--- config.mk ---
export PLATFORM = sky130hd
export DESIGN_NAME = bitband_xlate
export DESIGN_NICKNAME = d
export VERILOG_FILES = /design/src/rtl/bb_pkg.sv /design/src/rtl/bb_decode.sv /design/src/rtl/bb_bitops.sv /design/src/rtl/bb_ctrl.sv /design/src/rtl/bitband_xlate.sv
export SDC_FILE = /design/constraint.sdc
export NUM_CORES = 1
export LEC_CHECK = 0
export BUFFER_PORTS_ARGS = -buffer_cell sky130_fd_sc_hd__clkbuf_2
export CAP_MARGIN = 20
export CELL_PAD_IN_SITES_DETAIL_PLACEMENT = 0
export CELL_PAD_IN_SITES_GLOBAL_PLACEMENT = 2
export CORE_UTILIZATION = 30
export CTS_BUF_LIST = sky130_fd_sc_hd__clkbuf_16
export DETAILED_ROUTE_END_ITERATION = 6
export HOLD_SLACK_MARGIN = 0.06
export PLACE_DENSITY = 0.84
export SKIP_CTS_REPAIR_TIMING = 1
export SLEW_MARGIN = 20
export SYNTH_ARGS = -nofsm -noshare
export SYNTH_HDL_FRONTEND = slang
export SYNTH_SLANG_ARGS = --single-unit
--- constraint.sdc ---
create_clock -name clk -period 7.7 [get_ports clk]
set_clock_uncertainty 0.1 [all_clocks]
set_input_delay 1.54 -clock clk [delete_from_list [all_inputs] [get_ports clk]]
set_output_delay 1.54 -clock clk [all_outputs]
set_load 0.03 [all_outputs]
--- src/rtl/bb_pkg.sv ---
package bb_pkg;
  typedef enum logic [2:0] {
    ST_IDLE,
    ST_PASS,
    ST_RMW_RD,
    ST_RMW_WR,
    ST_DONE
  } bb_state_t;
endpackage

--- src/rtl/bb_decode.sv ---
module bb_decode #(
  parameter int unsigned          ADDR_W       = 32,
  parameter int unsigned          DATA_W       = 32,
  parameter logic [ADDR_W-1:0]    MEM_BASE     = 32'h2000_0000,
  parameter logic [ADDR_W-1:0]    PER_BASE     = 32'h4000_0000,
  parameter logic [ADDR_W-1:0]    ALIAS_OFS    = 32'h0200_0000,
  parameter int unsigned          REGION_BYTES = 1024 * 1024
) (
  input  logic [ADDR_W-1:0]         addr,
  output logic                      hit,
  output logic                      misalign,
  output logic [ADDR_W-1:0]         word_addr,
  output logic [$clog2(DATA_W)-1:0] bit_idx
);
  localparam int unsigned IDX_W  = $clog2(DATA_W);
  localparam int unsigned LANE_W = $clog2(DATA_W / 8);
  localparam logic [ADDR_W-1:0] WIN_SIZE = ADDR_W'(REGION_BYTES * DATA_W);
  localparam logic [ADDR_W-1:0] AMEM = MEM_BASE + ALIAS_OFS;
  localparam logic [ADDR_W-1:0] APER = PER_BASE + ALIAS_OFS;

  logic [ADDR_W-1:0] off_mem, off_per, off;
  logic              in_mem, in_per;

  always_comb begin
    off_mem  = addr - AMEM;
    off_per  = addr - APER;
    in_mem   = off_mem < WIN_SIZE;
    in_per   = off_per < WIN_SIZE;
    hit      = in_mem | in_per;
    off      = in_mem ? off_mem : off_per;
    misalign = hit && (addr[LANE_W-1:0] != '0);
    bit_idx  = off[IDX_W+LANE_W-1:LANE_W];
    word_addr = (in_mem ? MEM_BASE : PER_BASE)
              + ((off >> (IDX_W + LANE_W)) << LANE_W);
  end
endmodule

--- src/rtl/bb_bitops.sv ---
module bb_bitops #(
  parameter int unsigned DATA_W = 32
) (
  input  logic [DATA_W-1:0]         word,
  input  logic [$clog2(DATA_W)-1:0] idx,
  input  logic                      new_bit,
  output logic [DATA_W-1:0]         extracted,
  output logic [DATA_W-1:0]         merged
);
  always_comb begin
    extracted    = '0;
    extracted[0] = word[idx];
    merged       = word;
    merged[idx]  = new_bit;
  end
endmodule

--- src/rtl/bb_ctrl.sv ---
module bb_ctrl
  import bb_pkg::*;
#(
  parameter int unsigned ADDR_W = 32,
  parameter int unsigned DATA_W = 32
) (
  input  logic                      clk,
  input  logic                      rst,
  input  logic                      m_req,
  input  logic                      m_we,
  input  logic [ADDR_W-1:0]         m_addr,
  input  logic [DATA_W-1:0]         m_wdata,
  output logic                      m_ready,
  output logic [DATA_W-1:0]         m_rdata,
  output logic                      m_err,
  input  logic                      dec_hit,
  input  logic                      dec_misalign,
  input  logic [ADDR_W-1:0]         dec_word,
  input  logic [$clog2(DATA_W)-1:0] dec_idx,
  output logic [$clog2(DATA_W)-1:0] idx_q,
  output logic                      bit_q,
  input  logic [DATA_W-1:0]         bit_extract,
  input  logic [DATA_W-1:0]         bit_merge,
  output logic                      s_req,
  output logic                      s_we,
  output logic [ADDR_W-1:0]         s_addr,
  output logic [DATA_W-1:0]         s_wdata,
  output logic                      s_lock,
  input  logic                      s_ack,
  input  logic [DATA_W-1:0]         s_rdata
);
  bb_state_t state;
  logic      alias_wr_q;

  always_ff @(posedge clk) begin
    if (rst) begin
      state      <= ST_IDLE;
      m_ready    <= 1'b0;
      m_err      <= 1'b0;
      m_rdata    <= '0;
      s_req      <= 1'b0;
      s_we       <= 1'b0;
      s_addr     <= '0;
      s_wdata    <= '0;
      s_lock     <= 1'b0;
      idx_q      <= '0;
      bit_q      <= 1'b0;
      alias_wr_q <= 1'b0;
    end else begin
      case (state)
        ST_IDLE: begin
          if (m_req) begin
            if (dec_misalign) begin
              m_ready <= 1'b1;
              m_err   <= 1'b1;
              m_rdata <= '0;
              state   <= ST_DONE;
            end else if (dec_hit) begin
              s_req      <= 1'b1;
              s_we       <= 1'b0;
              s_addr     <= dec_word;
              s_lock     <= m_we;
              idx_q      <= dec_idx;
              bit_q      <= m_wdata[0];
              alias_wr_q <= m_we;
              state      <= ST_RMW_RD;
            end else begin
              s_req   <= 1'b1;
              s_we    <= m_we;
              s_addr  <= m_addr;
              s_wdata <= m_wdata;
              state   <= ST_PASS;
            end
          end
        end
        ST_PASS: begin
          if (s_ack) begin
            s_req   <= 1'b0;
            s_we    <= 1'b0;
            m_rdata <= s_rdata;
            m_ready <= 1'b1;
            state   <= ST_DONE;
          end
        end
        ST_RMW_RD: begin
          if (s_ack) begin
            if (alias_wr_q) begin
              s_we    <= 1'b1;
              s_wdata <= bit_merge;
              state   <= ST_RMW_WR;
            end else begin
              s_req   <= 1'b0;
              m_rdata <= bit_extract;
              m_ready <= 1'b1;
              state   <= ST_DONE;
            end
          end
        end
        ST_RMW_WR: begin
          if (s_ack) begin
            s_req   <= 1'b0;
            s_we    <= 1'b0;
            s_lock  <= 1'b0;
            m_rdata <= '0;
            m_ready <= 1'b1;
            state   <= ST_DONE;
          end
        end
        default: begin
          m_ready <= 1'b0;
          m_err   <= 1'b0;
          state   <= ST_IDLE;
        end
      endcase
    end
  end


  lock_within_req_chk: assert property (@(posedge clk) disable iff (rst)
    s_lock |-> s_req);


  req_hold_chk: assert property (@(posedge clk) disable iff (rst)
    (s_req && !s_ack) |=> (s_req && $stable(s_addr)));


  ready_pulse_chk: assert property (@(posedge clk) disable iff (rst)
    m_ready |=> !m_ready);


  err_no_bus_chk: assert property (@(posedge clk) disable iff (rst)
    m_err |-> (m_ready && !s_req));


  ready_not_busy_chk: assert property (@(posedge clk) disable iff (rst)
    m_ready |-> !s_req);
endmodule

--- src/rtl/bitband_xlate.sv ---
module bitband_xlate #(
  parameter int unsigned       ADDR_W       = 32,
  parameter int unsigned       DATA_W       = 32,
  parameter logic [ADDR_W-1:0] MEM_BASE     = 32'h2000_0000,
  parameter logic [ADDR_W-1:0] PER_BASE     = 32'h4000_0000,
  parameter logic [ADDR_W-1:0] ALIAS_OFS    = 32'h0200_0000,
  parameter int unsigned       REGION_BYTES = 1024 * 1024
) (
  input  logic              clk,
  input  logic              rst,
  input  logic              m_req,
  input  logic              m_we,
  input  logic [ADDR_W-1:0] m_addr,
  input  logic [DATA_W-1:0] m_wdata,
  output logic              m_ready,
  output logic [DATA_W-1:0] m_rdata,
  output logic              m_err,
  output logic              s_req,
  output logic              s_we,
  output logic [ADDR_W-1:0] s_addr,
  output logic [DATA_W-1:0] s_wdata,
  output logic              s_lock,
  input  logic              s_ack,
  input  logic [DATA_W-1:0] s_rdata
);
  localparam int unsigned IDX_W = $clog2(DATA_W);

  logic              dec_hit, dec_misalign;
  logic [ADDR_W-1:0] dec_word;
  logic [IDX_W-1:0]  dec_idx, idx_q;
  logic              bit_q;
  logic [DATA_W-1:0] bit_extract, bit_merge;

  bb_decode #(
    .ADDR_W(ADDR_W), .DATA_W(DATA_W), .MEM_BASE(MEM_BASE),
    .PER_BASE(PER_BASE), .ALIAS_OFS(ALIAS_OFS), .REGION_BYTES(REGION_BYTES)
  ) u_decode (
    .addr(m_addr), .hit(dec_hit), .misalign(dec_misalign),
    .word_addr(dec_word), .bit_idx(dec_idx)
  );

  bb_bitops #(.DATA_W(DATA_W)) u_bitops (
    .word(s_rdata), .idx(idx_q), .new_bit(bit_q),
    .extracted(bit_extract), .merged(bit_merge)
  );

  bb_ctrl #(.ADDR_W(ADDR_W), .DATA_W(DATA_W)) u_ctrl (
    .clk(clk), .rst(rst),
    .m_req(m_req), .m_we(m_we), .m_addr(m_addr), .m_wdata(m_wdata),
    .m_ready(m_ready), .m_rdata(m_rdata), .m_err(m_err),
    .dec_hit(dec_hit), .dec_misalign(dec_misalign),
    .dec_word(dec_word), .dec_idx(dec_idx),
    .idx_q(idx_q), .bit_q(bit_q),
    .bit_extract(bit_extract), .bit_merge(bit_merge),
    .s_req(s_req), .s_we(s_we), .s_addr(s_addr), .s_wdata(s_wdata),
    .s_lock(s_lock), .s_ack(s_ack), .s_rdata(s_rdata)
  );
endmodule

After elaboration in Yosys (flattened, before gate mapping)
Cells that the tools add are included.
{"block": "word_totals", "ff_bits": 111, "out_inout_bits": 101, "wordCells": 107}
{"block": "classes", "add_sub_neg": 3, "order_cmp": 4, "eq_ne": 14, "n_mux": 51, "n_bitwise": 3, "reduce_logical": 20}
{"operator": "$mux W32", "n": 13}
{"operator": "$pmux W32 S4", "n": 1}
{"operator": "$lt A32 B26 Y1 const B", "n": 2}
{"operator": "$pmux W32 S2", "n": 1}
{"operator": "$add A32 B27 Y32", "n": 1}
{"operator": "$bwmux W32", "n": 1}
{"operator": "$sub A32 B30 Y32 const B", "n": 1}
{"operator": "$sub A32 B31 Y32 const B", "n": 1}
{"operator": "$mux W31", "n": 1}
{"operator": "$mux W1", "n": 20}
{"operator": "$ne A2 B2 Y1 const B", "n": 9}
{"operator": "$reduce_and A6 Y1", "n": 3}
{"operator": "$mux W3", "n": 5}
{"operator": "$reduce_and A5 Y1", "n": 2}
{"operator": "$pmux W1 S3", "n": 3}
{"operator": "$pmux W3 S3", "n": 1}
{"operator": "$reduce_and A3 Y1", "n": 3}
{"operator": "$reduce_and A7 Y1", "n": 1}
{"operator": "$eq A3 B2 Y1 const B", "n": 2}
{"operator": "$lt A5 B6 Y1 const B", "n": 1}
{"operator": "$reduce_bool A2 Y1", "n": 3}
{"operator": "$bmux W1 S5", "n": 1}
{"operator": "$demux W1 S5", "n": 1}
{"operator": "$ge A5 B1 Y1 const B", "n": 1}
{"operator": "other kinds (13)", "n": 17}

Longest topological paths before layout
Gate-level depths: netlist of run 1.
{"block": "depth", "ltp_word": 8, "ltp_mapped": 12}

By module
Synthesis of run 1 repeated with hierarchy kept, for this count alone.
{"block": "unflattened", "hier_cells": 796, "hier_area_um2": 7003.0}
{"mod": "bb_ctrl", "instances": 1, "cells_each": 565, "area_per_inst_um2": 5282.6, "seq_area_each_um2": 2222.1}
{"mod": "bb_bitops", "instances": 1, "cells_each": 156, "area_per_inst_um2": 1173.6, "seq_area_each_um2": 0.0}
{"mod": "bb_decode", "instances": 1, "cells_each": 75, "area_per_inst_um2": 546.8, "seq_area_each_um2": 0.0}

Worst setup path after synthesis of run 1
No wires, ideal clock.
{"block": "synth_path", "kind": "input to register", "start": "input m_addr[25]", "end": "register u_ctrl.s_wdata[12]", "setup_time_ps": 132, "arrival_time_ps": 3553, "required_ps": 7468, "setup_slack_ps": 3915, "stages": 12, "path_buffers": 4, "cell_sequence": "buf_2 > inv_1 > ha_1 > xnor2_1 > nand4b_1 > a2111o_1 > buf_2 > o31ai_1 > buf_2 > buf_2 > a211o_1 > a21oi_1"}
{"block": "synth_via", "elab_chain_cells": 6}
{"item": "start: declaration", "line_no": "bitband_xlate.sv:13", "text": "input logic [ADDR_W-1:0] m_addr,"}
{"item": "$sub A32 B30 Y32 / $sub A32 B31 Y32 (equally long branches)", "line_no": "bb_decode.sv:25, bb_decode.sv:26"}
{"item": "$lt A32 B26 Y1 (on tied branches)", "line_no": "bb_decode.sv:27, bb_decode.sv:28"}
{"item": "$or A1 B1 Y1 *", "line_no": "bb_decode.sv:29", "text": "hit = in_mem | in_per;"}
{"item": "$logic_and A1 B1 Y1", "line_no": "bb_decode.sv:31", "text": "misalign = hit && (addr[LANE_W-1:0] != '0);"}
{"item": "$ne A2 B2 Y1 (no source line)"}
{"item": "$reduce_and A6 Y1 (no source line) *"}
{"item": "end signal: assignment", "line_no": "bb_ctrl.sv:71", "text": "s_wdata <= m_wdata;"}
{"item": "end signal: assignment", "line_no": "bb_ctrl.sv:89", "text": "s_wdata <= bit_merge;"}
{"item": "end: declaration", "line_no": "bb_ctrl.sv:27", "text": "output logic [DATA_W-1:0] s_wdata,"}
Every way passes the cells marked *; elsewhere a longest branch is shown, timed or not.
A chain may end at the register's enable or synchronous reset.

Final worst setup path of run 1
{"block": "layout_path", "start": "input m_addr[25]", "end": "register u_ctrl.s_wdata[2]"}
The elaborated chain is that of the path after synthesis.

==> results of run 1 <==
stage by stage:
stage	area (um2)	utilization, %	power (mW)	hold slack [ns]	std cells
after floorplan	5700	-	0.820	0.381	732
after global placement	6800	36.5	0.916	0.339	1110
after detailed placement	6800	36.5	0.917	0.347	1110
after CTS	7110	38.1	1.42	0.359	1126
after global routing	7120	38.2	1.47	0.379	1126
final	7120	38.2	1.40	0.357	1126
cell families (layout without fill, tap and decap cells):
family / Yosys count / after routing / share of synthesized area (%)
AND/OR/NAND/NOR: 326 / 326 / 24.4
AO/OA/AOI/OAI: 160 / 160 / 19.4
flip-flops: 111 / 111 / 39.0
buffers and inverters: 71 / 231 / 5.53
multiplexers: 60 / 60 / 11.0
adder cells (fa/ha/maj): 2 / 2 / 0.439
XOR/XNOR: 2 / 2 / 0.307
critical path, stage by stage:
cell,delay [ns]
clkbuf_2,0.17
inv_1,0.08
ha_1,0.24
xnor2_1,0.15
nand4b_1,0.12
a2111o_1,0.60
o31ai_4,0.25
buf_4,0.59
a311o_1,0.21
a21oi_1,0.06
state kept, by name, summed over array words and instances, names as in the netlist:
register           count
u_ctrl.bit_q           1
u_ctrl.state           3
u_ctrl.idx_q           5
u_ctrl.m_ready         1
u_ctrl.s_req           1
u_ctrl.s_we            1
u_ctrl.s_addr         32
u_ctrl.alias_wr_q      1
u_ctrl.m_err           1
u_ctrl.s_wdata        32
u_ctrl.m_rdata        32
u_ctrl.s_lock          1
power by group through the flow:
| stage | Combinational, mW | Clock [mW] | Sequential, mW |
|---|---|---|---|
| 5_1_grt | 0.300 | 0.537 | 0.630 |
| 2_1_floorplan | 0.122 | 0 | 0.698 |
| 6_report | 0.276 | 0.496 | 0.626 |
| 3_3_place_gp | 0.277 | 0 | 0.639 |
| 3_5_place_dp | 0.277 | 0 | 0.639 |
| 4_1_cts | 0.278 | 0.514 | 0.626 |
synth_stat cells, types with 2 or more instances:
master,n
a211o_1,8
a21oi_1,56
a311o_1,24
a311oi_1,18
a31oi_1,2
buf_1,3
buf_2,18
buf_4,5
clkbuf_1,39
dfxtp_1,111
ha_1,2
inv_1,5
mux2i_1,58
mux4_2,2
nand2_1,177
nand2b_1,3
nand3_1,22
nand3b_1,4
nand4_1,3
nand4b_1,2
nor2_1,80
nor2_2,2
nor2b_1,5
nor3_1,10
nor3b_1,5
nor4_1,3
o211ai_1,4
o21a_1,2
o21ai_0,29
o21bai_1,3
o22ai_1,5
o31ai_1,3
or3_1,2
or3b_2,2
xnor2_1,2
cell type report:
type	instances	area, um2	share of cell area, %
Inverter	5	18.8	0.264
Tap cell	234	293	4.11
Sequential cell	111	2220	31.2
Clock inverter	7	78.8	1.11
Timing Repair Buffer	210	1070	15.1
Multi-Input combinational cell	550	3210	45.0
Clock buffer	9	225	3.16
worst min-delay path by stage:
stage / startpoint / to / slack, ns
6_report: u_ctrl.s_wdata[15] / u_ctrl.s_wdata[15] / 0.36
5_1_grt: u_ctrl.m_rdata[12] / u_ctrl.m_rdata[12] / 0.38
4_1_cts: u_ctrl.s_wdata[15] / u_ctrl.s_wdata[15] / 0.36
3_5_place_dp: u_ctrl.s_wdata[15] / u_ctrl.s_wdata[15] / 0.35
3_3_place_gp: u_ctrl.s_addr[22] / u_ctrl.s_addr[22] / 0.34
2_1_floorplan: u_ctrl.alias_wr_q / u_ctrl.alias_wr_q / 0.38
metal layers:
layer	global-route usage, %	up-vias	routed length (um)	part of all wire [%]
met3	6.78	9	1350	7.2
met2	29.4	157	8310	44
met5	0	-	0	0
met4	3.64	0	127	0.67
met1	25.8	2637	9050	48
li1	-	2871	-	-
==> impl_metrics.csv, run 1 <==
group,metric,value,unit
run_status,status,"finished, final reports clean",
timing,report.final.slew_viol_count,0,
cts,clkLatencyLatePin,0.36,ns
placed_design,port_buffers,201,
cts,numCtsBuffers,9,
pwr,clkPwrFrac,35.5,%
logic_synthesis,synth-async-reset-ratio,0,%
floorplanning,dieArea,19600,um2
timing,finalCritPeriodShare,51.6,%
setup_path,worstPathMaxFanout,65,
setup_path,critPathLaunchType,"input port",
final_layout,synthToLayoutAreaGrowth,24.8,%
setup_path,reg2reg_slack,5.07,ns
logic_synthesis,ys_ff_latch,111,
final_layout,layout_commonest_cell,"clkbuf_2",
setup_path,crit_end,"u_ctrl.s_wdata[2]",
logic_synthesis,synth-seq-area-share,39.0,%
logic_synthesis,synthesis.area,5700,um2
detailed_routing,vias_per_cell,5.04,
detailed_routing,num_vias,5674,
global_routing,grt_pass1_wl,29600,um
logic_synthesis,synth_edf_count,0,
final_layout,antenna_cells,0,
placed_design,gp_congestion,0.750,
hold_path,hold_class,"register to register",
setup_path,crit_required,7.82,ns
timing,tightest_slew,1.01,ns
logic_synthesis,synth_nets,835,
run,maxCapViolCount,0,
setup_path,worst-setup-path-type,"input port to register",
timing,report.final.setup_viol,0,
setup_path,r2r-end,"u_ctrl.idx_q[3]",
logic_synthesis,yosysTopAreaCell,"dfxtp_1",
detailed_routing,wl_per_cell,16.7,um
timing,worst_slack,3.73,ns
global_routing,grt_pass1_vias,5262,
pwr,swShare,31.6,%
cts,cts.reportedPaths.clkPinSlew,0.08,ns
cts,cts_tree,"built",
pwr,p_seq_share,44.8,%
pwr,internal-power,0.956,mW
cts,clock-sinks,111,
timing,slew_headroom,32.6,%
logic_synthesis,yosys-top-cells-area,"dfxtp_1 (39%), nand2_1 (12%), mux2i_1 (10%)",
setup_path,r2r_cells,5,
detailed_routing,drt_iter0_markers,303,
setup_path,cp.arrival,4.09,ns
timing,min_period,3.97,ns
final_layout,fillCellCount,2042,
floorplanning,coreArea,18600,um2
logic_synthesis,ys_warn_count,0,
logic_synthesis,netlist.area_leader.share,39.0,%
timing,rsz0062_at_grt,"false",
hold_path,hold_path_depth,2,
pwr,leakagePower,3.04,nW
floorplanning,start_util,30.6,%
pwr,combPwrFrac,19.8,%
setup_path,r2r_start,"u_ctrl.state[1]",
final_layout,most-common-layout-cells,"clkbuf_2 (200), nand2_1 (177), dfxtp_1 (111)",
detailed_routing,drt-total-wl,18800,um
cts,h-tree-depth,3,
final_layout,drive_gt1_share,27.0,%
timing,fmax,252,MHz
global_routing,grt.overflow.total,0,
pwr,max-vdd-ir-drop,135,uV
timing,hold_viol,0,
detailed_routing,antenna_left,0,
floorplanning,die_h,140,um
final_layout,fin_nets,990,
detailed_routing,dr.pass1.iters,5,
timing,fin_tns_setup,0,ns
cts,cts-root-buf,"clkbuf_16",
logic_synthesis,synth_cells,732,
detailed_routing,drc_errors,0,
floorplanning,die_x,140,um
cts,clk_path_buf_depth,2,
floorplanning,num_rows,50,
pwr,power_density,196,nW/um2
placed_design,place_ws,3.23,ns
global_routing,antenna_found_initial,0,
setup_path,end_kind,"register",
logic_synthesis,syn_avg_cell_area,7.79,um2
logic_synthesis,synth_ff_type,"dfxtp_1",
global_routing,grt_max_degree,79,
setup_path,cp-startpoint,"m_addr[25]",
placed_design,dp_hpwl,13300,um
pwr,power_switching,0.441,mW
floorplanning,io_pins,202,
global_routing,grtUsageTotal,19.1,%
logic_synthesis,yosysUniqueCellTypes,48,
(Power assumes the default switching activity.)
==> run 2, diff against run 1 <==
CORE_UTILIZATION = 25   (was 30)
PLACE_DENSITY = 0.75   (was 0.84)
clock period = 3.6 ns   (was 7.7 ns; I/O delays follow)
==> run 2 against run 1 <==
  * Count of clock-buffer cells in the layout unchanged
  * Via count up 1.1%
  * First-iteration DRC count fell by 9.9%
  * Die area rose by 20%
  * Critical path depth unchanged
  * Non-clock buffer count increased by 6
  * Global-route usage decreased by 2.5 points
  * Sequential cell count is the same
  * Total power up 120%
  * Core utilization shrank 5.2 points
  * Cell area up 2.3%
  * Worst hold slack worse by 0.00077 ns
  * Critical path type unchanged
  * Highest routed layer unchanged
==> impl_metrics.csv, run 2 (synthesized netlist as in run 1, its figures left out) <==
group,metric,value,unit
detailed_routing,vias_per_cell,4.87,
pwr,clkPwrFrac,37.9,%
timing,rsz0062_at_grt,"false",
placed_design,gp_congestion,0.718,
cts,cts_tree,"built",
global_routing,grt_pass1_wl,31000,um
pwr,internal-power,2.19,mW
setup_path,critPathLaunchType,"input port",
setup_path,worst-setup-path-type,"input port to register",
cts,cts.reportedPaths.clkPinSlew,0.09,ns
run,maxCapViolCount,0,
final_layout,drive_gt1_share,27.5,%
detailed_routing,antenna_left,0,
detailed_routing,wl_per_cell,16.6,um
detailed_routing,drc_errors,0,
cts,h-tree-depth,3,
global_routing,grt.overflow.total,0,
cts,cts-root-buf,"clkbuf_16",
setup_path,cp.arrival,2.98,ns
final_layout,reg_top3,"u_ctrl.m_rdata: 32 flops, u_ctrl.s_addr: 32 flops, u_ctrl.s_wdata: 32 flops",
timing,report.final.slew_viol_count,0,
floorplanning,coreArea,22100,um2
floorplanning,die_x,153,um
floorplanning,dieArea,23400,um2
global_routing,grtUsageTotal,16.7,%
pwr,power_switching,0.937,mW
timing,finalCritPeriodShare,79.6,%
global_routing,grt_max_degree,78,
timing,tightest_slew,0.984,ns
setup_path,worstPathMaxFanout,51,
pwr,combPwrFrac,19.2,%
floorplanning,die_h,153,um
global_routing,grt_pass1_vias,5398,
pwr,p_seq_share,42.9,%
hold_path,hold_class,"register to register",
timing,min_period,2.87,ns
floorplanning,io_pins,202,
final_layout,fin_nets,996,
placed_design,dp_cells,1162,
pwr,max-vdd-ir-drop,235,uV
floorplanning,start_util,25.8,%
pwr,power_density,429,nW/um2
timing,slew_headroom,34.3,%
final_layout,layout_commonest_cell,"clkbuf_2",
setup_path,crit_required,3.72,ns
pwr,leakagePower,3.10,nW
run_status,status,"finished, final reports clean",
timing,fmax,349,MHz
detailed_routing,drt-total-wl,19600,um
timing,hold_viol,0,
final_layout,finalNonFillerCells,1179,
cts,clkLatencyLatePin,0.36,ns
timing,fin_tns_setup,0,ns
cts,clk_path_buf_depth,2,
placed_design,dp_hpwl,14200,um
setup_path,end_kind,"register",
detailed_routing,num_vias,5739,
cts,numCtsBuffers,9,
detailed_routing,drt_iter0_markers,273,
final_layout,utilization,32.9,%
final_layout,synthToLayoutAreaGrowth,27.6,%
detailed_routing,dr.pass1.iters,4,
timing,report.final.setup_viol,0,
floorplanning,num_rows,54,
global_routing,antenna_found_initial,1,
final_layout,most-common-layout-cells,"clkbuf_2 (200), nand2_1 (177), dfxtp_1 (111)",
placed_design,port_buffers,201,
pwr,swShare,30.0,%
cts,clock-sinks,111,
==> run 2: cell type report <==
cell class	instances	area, um2
Fill cell	2440	14800
Multi-Input combinational cell	550	3200
Sequential cell	111	2220
Timing Repair Buffer	216	1140
Tap cell	280	350
Clock buffer	9	225
Clock inverter	7	119
Inverter	5	18.8
Antenna cell	1	2.50
==> run 2: path summary, 6_finish.rpt <==
check	from	end	slack, ns	cells past startpoint
hold / removal	u_ctrl.s_wdata[23]	u_ctrl.s_wdata[23]	0.36	2
setup / recovery	m_addr[25]	u_ctrl.s_addr[30]	0.73	10
hold reg to reg	u_ctrl.s_wdata[23]	u_ctrl.s_wdata[23]	0.36	2
setup reg to reg	u_ctrl.state[1]	u_ctrl.s_addr[19]	1.21	5
==> run 2: power by group through the flow <==
stage | clock network, mW | logic (mW) | registers [mW]
4_1_cts | 1.23 | 0.610 | 1.34
3_3_place_gp | 0 | 0.608 | 1.37
3_5_place_dp | 0 | 0.609 | 1.37
6_report | 1.18 | 0.601 | 1.34
5_1_grt | 1.26 | 0.656 | 1.35
2_1_floorplan | 0 | 0.262 | 1.49
==> run 2: critical path: stages <==
cell	delay, ns
clkbuf_2	0.16
inv_1	0.08
ha_1	0.23
xnor2_1	0.16
nand4b_1	0.13
a2111o_1	0.57
o311a_2	0.38
buf_4	0.29
o211ai_1	0.16
a21oi_1	0.09
==> run 2: metal layers <==
metal | vias to the layer above | GRT usage, % | routed length (um)
met5 | - | 0 | 0
met2 | 158 | 26.2 | 8690
met1 | 2692 | 22.3 | 9440
met3 | 12 | 4.85 | 1240
met4 | 0 | 4.14 | 224
li1 | 2877 | - | -
==> run 2: per-stage QoR <==
step	setup WS [ns]	power, mW	hold slack (ns)	instance area [um2]
floorplan	0.635	1.75	0.381	5700
global placement	0.402	1.97	0.339	6930
detailed placement	0.347	1.98	0.346	6930
CTS	0.728	3.18	0.359	7280
global route	0.584	3.27	0.378	7280
finish	0.733	3.12	0.356	7280
